$ cat src/rtl/svmon_pkg.sv
package svmon_pkg;

  // Configuration word: bit 0 monitor enable, bit 1 reset-source select.
  typedef struct packed {
    logic sel;
    logic en;
  } mon_cfg_t;

  // Status word: bit 0 power-on/monitor cause, bit 1 software cause.
  typedef struct packed {
    logic sw;
    logic por;
  } rst_flags_t;

  localparam mon_cfg_t   CFG_POWER_ON   = '{sel: 1'b1, en: 1'b1};
  localparam rst_flags_t FLAGS_POWER_ON = '{sw: 1'b0, por: 1'b1};
  localparam rst_flags_t FLAGS_SOFTWARE = '{sw: 1'b1, por: 1'b0};

  // Select may only be set while enable is already set.
  function automatic mon_cfg_t cfg_apply(mon_cfg_t cur, logic [1:0] wd);
    mon_cfg_t nxt;
    nxt.en  = wd[0];
    nxt.sel = wd[1] & cur.en;
    return nxt;
  endfunction

  // The monitor trips when it is both enabled and selected and the
  // supply reads low, or the comparator has not yet settled.
  function automatic logic trip_cond(mon_cfg_t c, logic low, logic settling);
    return c.en & c.sel & (low | settling);
  endfunction

endpackage

$ cat src/rtl/svmon_sync.sv
module svmon_sync #(
  parameter int   STAGES = 2,
  parameter logic INIT   = 1'b1
) (
  input  logic clk,
  input  logic arst_n,
  input  logic d,
  output logic q
);

  logic [STAGES-1:0] chain;

  always_ff @(posedge clk or negedge arst_n) begin
    if (!arst_n) chain <= {STAGES{INIT}};
    else         chain <= {chain[STAGES-2:0], d};
  end

  assign q = chain[STAGES-1];

endmodule

$ cat src/rtl/svmon_cfg.sv
module svmon_cfg
  import svmon_pkg::*;
#(
  parameter int SETTLE_CYCLES = 32
) (
  input  logic       clk,
  input  logic       por_n,
  input  logic       core_rst,
  input  logic       we,
  input  logic [1:0] wdata,
  input  logic       supply_low,
  output mon_cfg_t   cfg,
  output logic       settling,
  output logic       mon_trip
);

  localparam int SW = $clog2(SETTLE_CYCLES + 1);
  localparam logic [SW-1:0] SETTLE_LOAD = SW'(SETTLE_CYCLES);

  mon_cfg_t      cfg_q;
  logic [SW-1:0] settle_cnt;

  // Only power-on resets the configuration; other resets block writes.
  always_ff @(posedge clk or negedge por_n) begin
    if (!por_n)                cfg_q <= CFG_POWER_ON;
    else if (we && !core_rst)  cfg_q <= cfg_apply(cfg_q, wdata);
  end

  // The settle window restarts whenever enable is seen as 0.
  always_ff @(posedge clk or negedge por_n) begin
    if (!por_n)                settle_cnt <= SETTLE_LOAD;
    else if (!cfg_q.en)        settle_cnt <= SETTLE_LOAD;
    else if (settle_cnt != '0) settle_cnt <= settle_cnt - 1'b1;
  end

  assign settling = cfg_q.en && (settle_cnt != '0);
  assign mon_trip = trip_cond(cfg_q, supply_low, settling);
  assign cfg      = cfg_q;

  p_sel_needs_en_r7: assert property (@(posedge clk) disable iff (!por_n)
    $rose(cfg_q.sel) |-> $past(cfg_q.en));

  p_cfg_hold_r6: assert property (@(posedge clk) disable iff (!por_n)
    core_rst |=> $stable(cfg_q));

  p_settle_start_r9: assert property (@(posedge clk) disable iff (!por_n)
    $rose(cfg_q.en) |-> settling);

endmodule

$ cat src/rtl/svmon_seq.sv
module svmon_seq
  import svmon_pkg::*;
#(
  parameter int POR_CYCLES = 1024,
  parameter int SW_CYCLES  = 16
) (
  input  logic       clk,
  input  logic       por_n,
  input  logic       mon_trip,
  input  logic       sw_req,
  output logic       core_rst,
  output rst_flags_t flags
);

  localparam int PW = $clog2(POR_CYCLES + 1);
  localparam int WW = $clog2(SW_CYCLES + 1);
  localparam logic [PW-1:0] POR_LOAD = PW'(POR_CYCLES);
  localparam logic [WW-1:0] SW_LOAD  = WW'(SW_CYCLES);

  logic [PW-1:0] por_cnt, por_nxt;
  logic [WW-1:0] sw_cnt, sw_nxt;
  logic          core_rst_q, rst_nxt;
  logic          sw_accept;
  rst_flags_t    flags_q;

  function automatic logic [PW-1:0] por_step(logic [PW-1:0] c);
    return (c == '0) ? c : c - 1'b1;
  endfunction

  function automatic logic [WW-1:0] sw_step(logic [WW-1:0] c);
    return (c == '0) ? c : c - 1'b1;
  endfunction

  // A software request counts only from a running core and loses to a trip.
  assign sw_accept = sw_req && !core_rst_q && !mon_trip;
  assign por_nxt   = por_step(por_cnt);
  assign sw_nxt    = sw_accept ? SW_LOAD : sw_step(sw_cnt);
  assign rst_nxt   = (por_nxt != '0) || mon_trip || (sw_nxt != '0);

  always_ff @(posedge clk or negedge por_n) begin
    if (!por_n) begin
      por_cnt    <= POR_LOAD;
      sw_cnt     <= '0;
      core_rst_q <= 1'b1;
    end else begin
      por_cnt    <= por_nxt;
      sw_cnt     <= sw_nxt;
      core_rst_q <= rst_nxt;
    end
  end

  always_ff @(posedge clk or negedge por_n) begin
    if (!por_n)         flags_q <= FLAGS_POWER_ON;
    else if (mon_trip)  flags_q <= FLAGS_POWER_ON;
    else if (sw_accept) flags_q <= FLAGS_SOFTWARE;
  end

  assign core_rst = core_rst_q;
  assign flags    = flags_q;

  p_por_hold_r1: assert property (@(posedge clk) disable iff (!por_n)
    (por_cnt != '0) |-> core_rst_q);

  p_mon_rst_r3: assert property (@(posedge clk) disable iff (!por_n)
    mon_trip |=> (core_rst_q && flags_q.por));

  p_no_por_delay_r4: assert property (@(posedge clk) disable iff (!por_n)
    ($fell(mon_trip) && por_cnt == '0 && sw_cnt == '0) |=> !core_rst_q);

  p_sw_pulse_r5: assert property (@(posedge clk) disable iff (!por_n)
    sw_accept |=> (core_rst_q && flags_q.sw && !flags_q.por));

  p_trip_wins_r10: assert property (@(posedge clk) disable iff (!por_n)
    (sw_req && mon_trip) |=> !flags_q.sw);

endmodule

$ cat src/rtl/svmon_rst_ctrl.sv
module svmon_rst_ctrl
  import svmon_pkg::*;
#(
  parameter int POR_CYCLES    = 1024,
  parameter int SETTLE_CYCLES = 32,
  parameter int SW_CYCLES     = 16,
  parameter int SYNC_STAGES   = 2
) (
  input  logic       clk,
  input  logic       por_n,
  input  logic       supply_low_async,
  input  logic       sw_rst_req,
  input  logic       cfg_we,
  input  logic [1:0] cfg_wdata,
  output logic [1:0] cfg_rdata,
  input  logic       flash_req,
  output logic       flash_strobe,
  output logic       flash_ack,
  output logic       core_rst,
  output logic       stat_por,
  output logic       stat_sw
);

  logic       supply_low;
  logic       settling;
  logic       mon_trip;
  mon_cfg_t   cfg;
  rst_flags_t flags;
  logic       ack_q;

  // Resets to "low" so that the supply is treated as unsafe until it is seen.
  svmon_sync #(.STAGES(SYNC_STAGES), .INIT(1'b1)) u_sync (
    .clk    (clk),
    .arst_n (por_n),
    .d      (supply_low_async),
    .q      (supply_low)
  );

  svmon_cfg #(.SETTLE_CYCLES(SETTLE_CYCLES)) u_cfg (
    .clk        (clk),
    .por_n      (por_n),
    .core_rst   (core_rst),
    .we         (cfg_we),
    .wdata      (cfg_wdata),
    .supply_low (supply_low),
    .cfg        (cfg),
    .settling   (settling),
    .mon_trip   (mon_trip)
  );

  svmon_seq #(.POR_CYCLES(POR_CYCLES), .SW_CYCLES(SW_CYCLES)) u_seq (
    .clk      (clk),
    .por_n    (por_n),
    .mon_trip (mon_trip),
    .sw_req   (sw_rst_req),
    .core_rst (core_rst),
    .flags    (flags)
  );

  // Flash gate: requests pass only with the monitor enabled and the core running.
  assign flash_strobe = flash_req && cfg.en && !core_rst;

  always_ff @(posedge clk or negedge por_n) begin
    if (!por_n) ack_q <= 1'b0;
    else        ack_q <= flash_strobe;
  end

  assign flash_ack = ack_q;
  assign cfg_rdata = cfg;
  assign stat_por  = flags.por;
  assign stat_sw   = flags.sw;

  p_ack_after_strobe_r8: assert property (@(posedge clk) disable iff (!por_n)
    flash_ack |-> $past(flash_strobe));

  p_trip_only_selected_r11: assert property (@(posedge clk) disable iff (!por_n)
    mon_trip |-> (cfg_rdata == 2'b11));

endmodule

$ cat config.mk
export PLATFORM = sky130hd
export DESIGN_NAME = svmon_rst_ctrl
export DESIGN_NICKNAME = d
export VERILOG_FILES = /design/src/rtl/svmon_pkg.sv /design/src/rtl/svmon_sync.sv /design/src/rtl/svmon_cfg.sv /design/src/rtl/svmon_seq.sv /design/src/rtl/svmon_rst_ctrl.sv
export SDC_FILE = /design/constraint.sdc
export NUM_CORES = 1
export LEC_CHECK = 0
export BUFFER_PORTS_ARGS = -buffer_cell sky130_fd_sc_hd__buf_4
export CAP_MARGIN = 5
export CORE_MARGIN = 3
export CORE_UTILIZATION = 50
export DETAILED_ROUTE_END_ITERATION = 12
export PLACE_DENSITY_LB_ADDON = 0.08
export SLEW_MARGIN = 20
export SYNTH_ARGS = -nofsm -noshare
export SYNTH_HDL_FRONTEND = slang
export SYNTH_SLANG_ARGS = --single-unit
export TNS_END_PERCENT = 5
$ cat constraint.sdc
create_clock -name clk -period 5.17 [get_ports clk]
set_input_delay 0 -clock clk [delete_from_list [all_inputs] [get_ports clk]]
set_output_delay 0 -clock clk [all_outputs]
set_load 0.005 [all_outputs]
==> results.toml <==
[status]
run_status = "completed"

[clock_tree]
h-tree-depth = 2
clk_transition_reported_paths_ns = 0.09
clk_path_buf_depth = 2
cts-hold-fix-buffers = 6
cts_resized = 0
cts_num_sinks = 30
total_cts_buffers = 5
clock_tree_from_tritoncts = "yes"
postCtsSetupRepairBufs = 0
insertion_delay_ns = 0.34
root_buffer = "clkbuf_4"

[detailed_routing]
via_count = 1325
postRouteAntennaNets = 0
number_of_drc_violations_after_detailed_routing = 0
route.detailed.wl_per_inst_um = 14.7
detailedRoute.firstIterationViolations = 68
first_pass_iters = 4
routed_via_density = 5.74
routed_wl_um = 3400

[sta]
rsz0062_at_grt = "false"
maxSlewHeadroom = 0.590
worst_slack_ns = 2.25
finalSetupViolCount = 0
post-route-period-util = 0.565
fin_tns_setup_ns = 0
max_clock_freq_mhz = 342
worst_clock_skew_ns = 0.00882
period_minus_slack_ns = 2.92
timing_worst_slew_pin_value_ns = 0.609
final-max-slew-violation-count = 0
report.final.hold_viol_count = 0

[synth]
syn_inst = 165
ys.warnings.count = 0
synth_area_per_cell_sq_um = 9.83
synthesized_cell_area_sq_um = 1620
synth-async-reset-ratio = 1.00
synth_flop_cell = "dfrtp_1"
synth-seq-area-share = 0.469
synth.net_count = 177
yosys_register_bits = 30
synth-edff-count = 0
synth.distinct_cells = 50

[worst_setup_path]
critical_path.startpoint_type = "register"
slowest_stage = "or4_1"
timing.reg2reg.worst_path_depth = 7
worst-endpoint-arrival_ns = 3.18
worst_path_dominant_cell_family = "simple AND/OR/NAND/NOR gates"
worst-setup-path-type = "register to register"
path_depth = 7
critPathMaxFanout = 9
required_ns = 5.43
critical_path_buf_inv_count = 1
critical_path.startpoint = "u_seq.por_cnt[0]"
slowest_delay_ns = 0.48
crit_path_cell_trace = "inv_1, ha_1, nor3b_2, a21oi_2, or4_1, a2111oi_0, or4b_1"
r2r_start = "u_seq.por_cnt[0]"
worst_setup_path_end_kind = "register"

[min_path]
holdCritPathClass = "input port to register"
hold_path_depth = 3
hold_path.startpoint = "sw_rst_req"

[floorplanning]
design.die.area_sq_um = 3960
initial_core_util = 0.527
rows = 20
floorplan_die_width_um = 63.0
floorplan.die.height_um = 63.0
core_region_area_sq_um = 3080
io_pins = 15

[run]
max_cap_viol_count = 0

[pwr]
worst_voltage_drop_across_the_vdd_grid_uv = 183
power_density_nw_per_um2 = 422
power.static_leakage_uw = 0.000872

[placed_design]
finalWeightedCongestion = 0.942
dp_hpwl_um = 2290
io_port_bufs = 14
worst_slack_at_placement_ns = 2.36

[global_routing]
global_route.usage.total = 0.187
via_count_of_the_first_global_routing_pass = 1212
pin_count_of_the_biggest_net_entering_global_routing = 31
antenna_found_initial = 0
overflow = 0
wire_length_of_the_first_global_routing_pass_um = 5600

[final_layout]
layout.filler_cells = 256
final_common_cell = "dfrtp_1"
final_layout_size_suffix_gt1_frac = 0.214
n_antenna_cell = 0
area.growth.synth_to_final_pct = 15.7
most-common-layout-cells = "dfrtp_1 (22), nand2_1 (15), nor2_1 (15)"
fin_nets = 198
==> Yosys cell counts, drive strengths merged, types with 3 or more instances <==
cell,n,area (sq um)
clkbuf,4,15.0
or4,4,30.0
nand2b,3,18.8
a31oi,3,18.8
a21oi,4,23.8
nand3,4,20.0
mux2,3,33.8
nor2,15,56.3
dfstp,8,210
xnor2,6,52.6
or3,3,18.8
nor4,3,33.8
ha,4,50.1
nor3,6,30.0
o21ai,8,40.0
nand2,15,56.3
inv,11,41.3
dfrtp,22,551
==> cell families (layout without fill, tap and decap cells) <==
kind of cell	after synthesis	in the layout	synth area share
muxes	4	4	0.0270
buffers and inverters	17	39	0.0409
AOI/OAI and AO/OA	34	34	0.151
and+or+nand+nor	68	68	0.238
xor gates and xnor gates	8	8	0.0432
DFF	30	30	0.469
adders and majority gates	4	4	0.0309
==> stage by stage <==
step / cells / hold WS [ns] / area [sq um] / power (uW) / util
after floorplan: 165 / -0.296 / 1620 / 548 / -
after global placement: 217 / -0.0560 / 1760 / 619 / 0.571
after detailed placement: 217 / -0.0494 / 1760 / 639 / 0.571
after CTS: 231 / 0.0161 / 1880 / 799 / 0.610
after global routing: 231 / 0.0269 / 1880 / 853 / 0.610
final: 231 / 0.0400 / 1880 / 791 / 0.610
==> power breakdown <==
part / leakage, uW / internal [uW] / total [uW] / switching, uW
Sequential: 0.000375 / 302 / 364 / 62.1
Combinational: 0.000462 / 147 / 279 / 132
Clock: 0.0000353 / 65.8 / 148 / 82.5
==> worst paths after layout <==
check | to | slack [ns]
max | u_seq.core_rst | 2.25
min | u_seq.flags[1] | 0.04
max reg2reg | u_seq.core_rst | 2.25
min reg2reg | u_sync.chain[1] | 0.36
max in group asynchronous | u_sync.chain[0] | 4.73
min in group asynchronous | u_seq.sw_cnt[2] | 0.12
==> layout make-up <==
cell class              instances  area [sq um]  area share
flip-flops and latches         30           761       0.405
multi-input cells             118           795       0.423
repair buffers                 20           165      0.0880
clock buffers                   7          55.1      0.0293
clock inverters                 1          5.00     0.00267
well taps                      44          55.1      0.0293
inverters                      11          41.3      0.0220
==> worst register-to-register path: stages (launching register included) <==
cell and delay (ns):
dfrtp_1 0.44, inv_1 0.16, ha_1 0.32, nor3b_2 0.43
a21oi_2 0.13, or4_1 0.48, a2111oi_0 0.41, or4b_1 0.47
==> per-layer routing <==
metal  GRT usage  up-vias  wire length [um]
met5           0        -                 0
met2       0.289       40              1610
met4      0.0826        0                42
li1            -      637                 -
met1       0.228      644              1530
met3      0.0755        4               212
==> flip-flops by register name, indices dropped and copies added, names as in the netlist <==
signal and flops:
u_seq.por_cnt 11, u_seq.sw_cnt 5, u_seq.flags 2, u_seq.core_rst 1, u_sync.chain 2, u_cfg.settle_cnt 6
flash_ack 1, u_cfg.cfg 2
No activity file was read; power rests on OpenSTA's default activity.
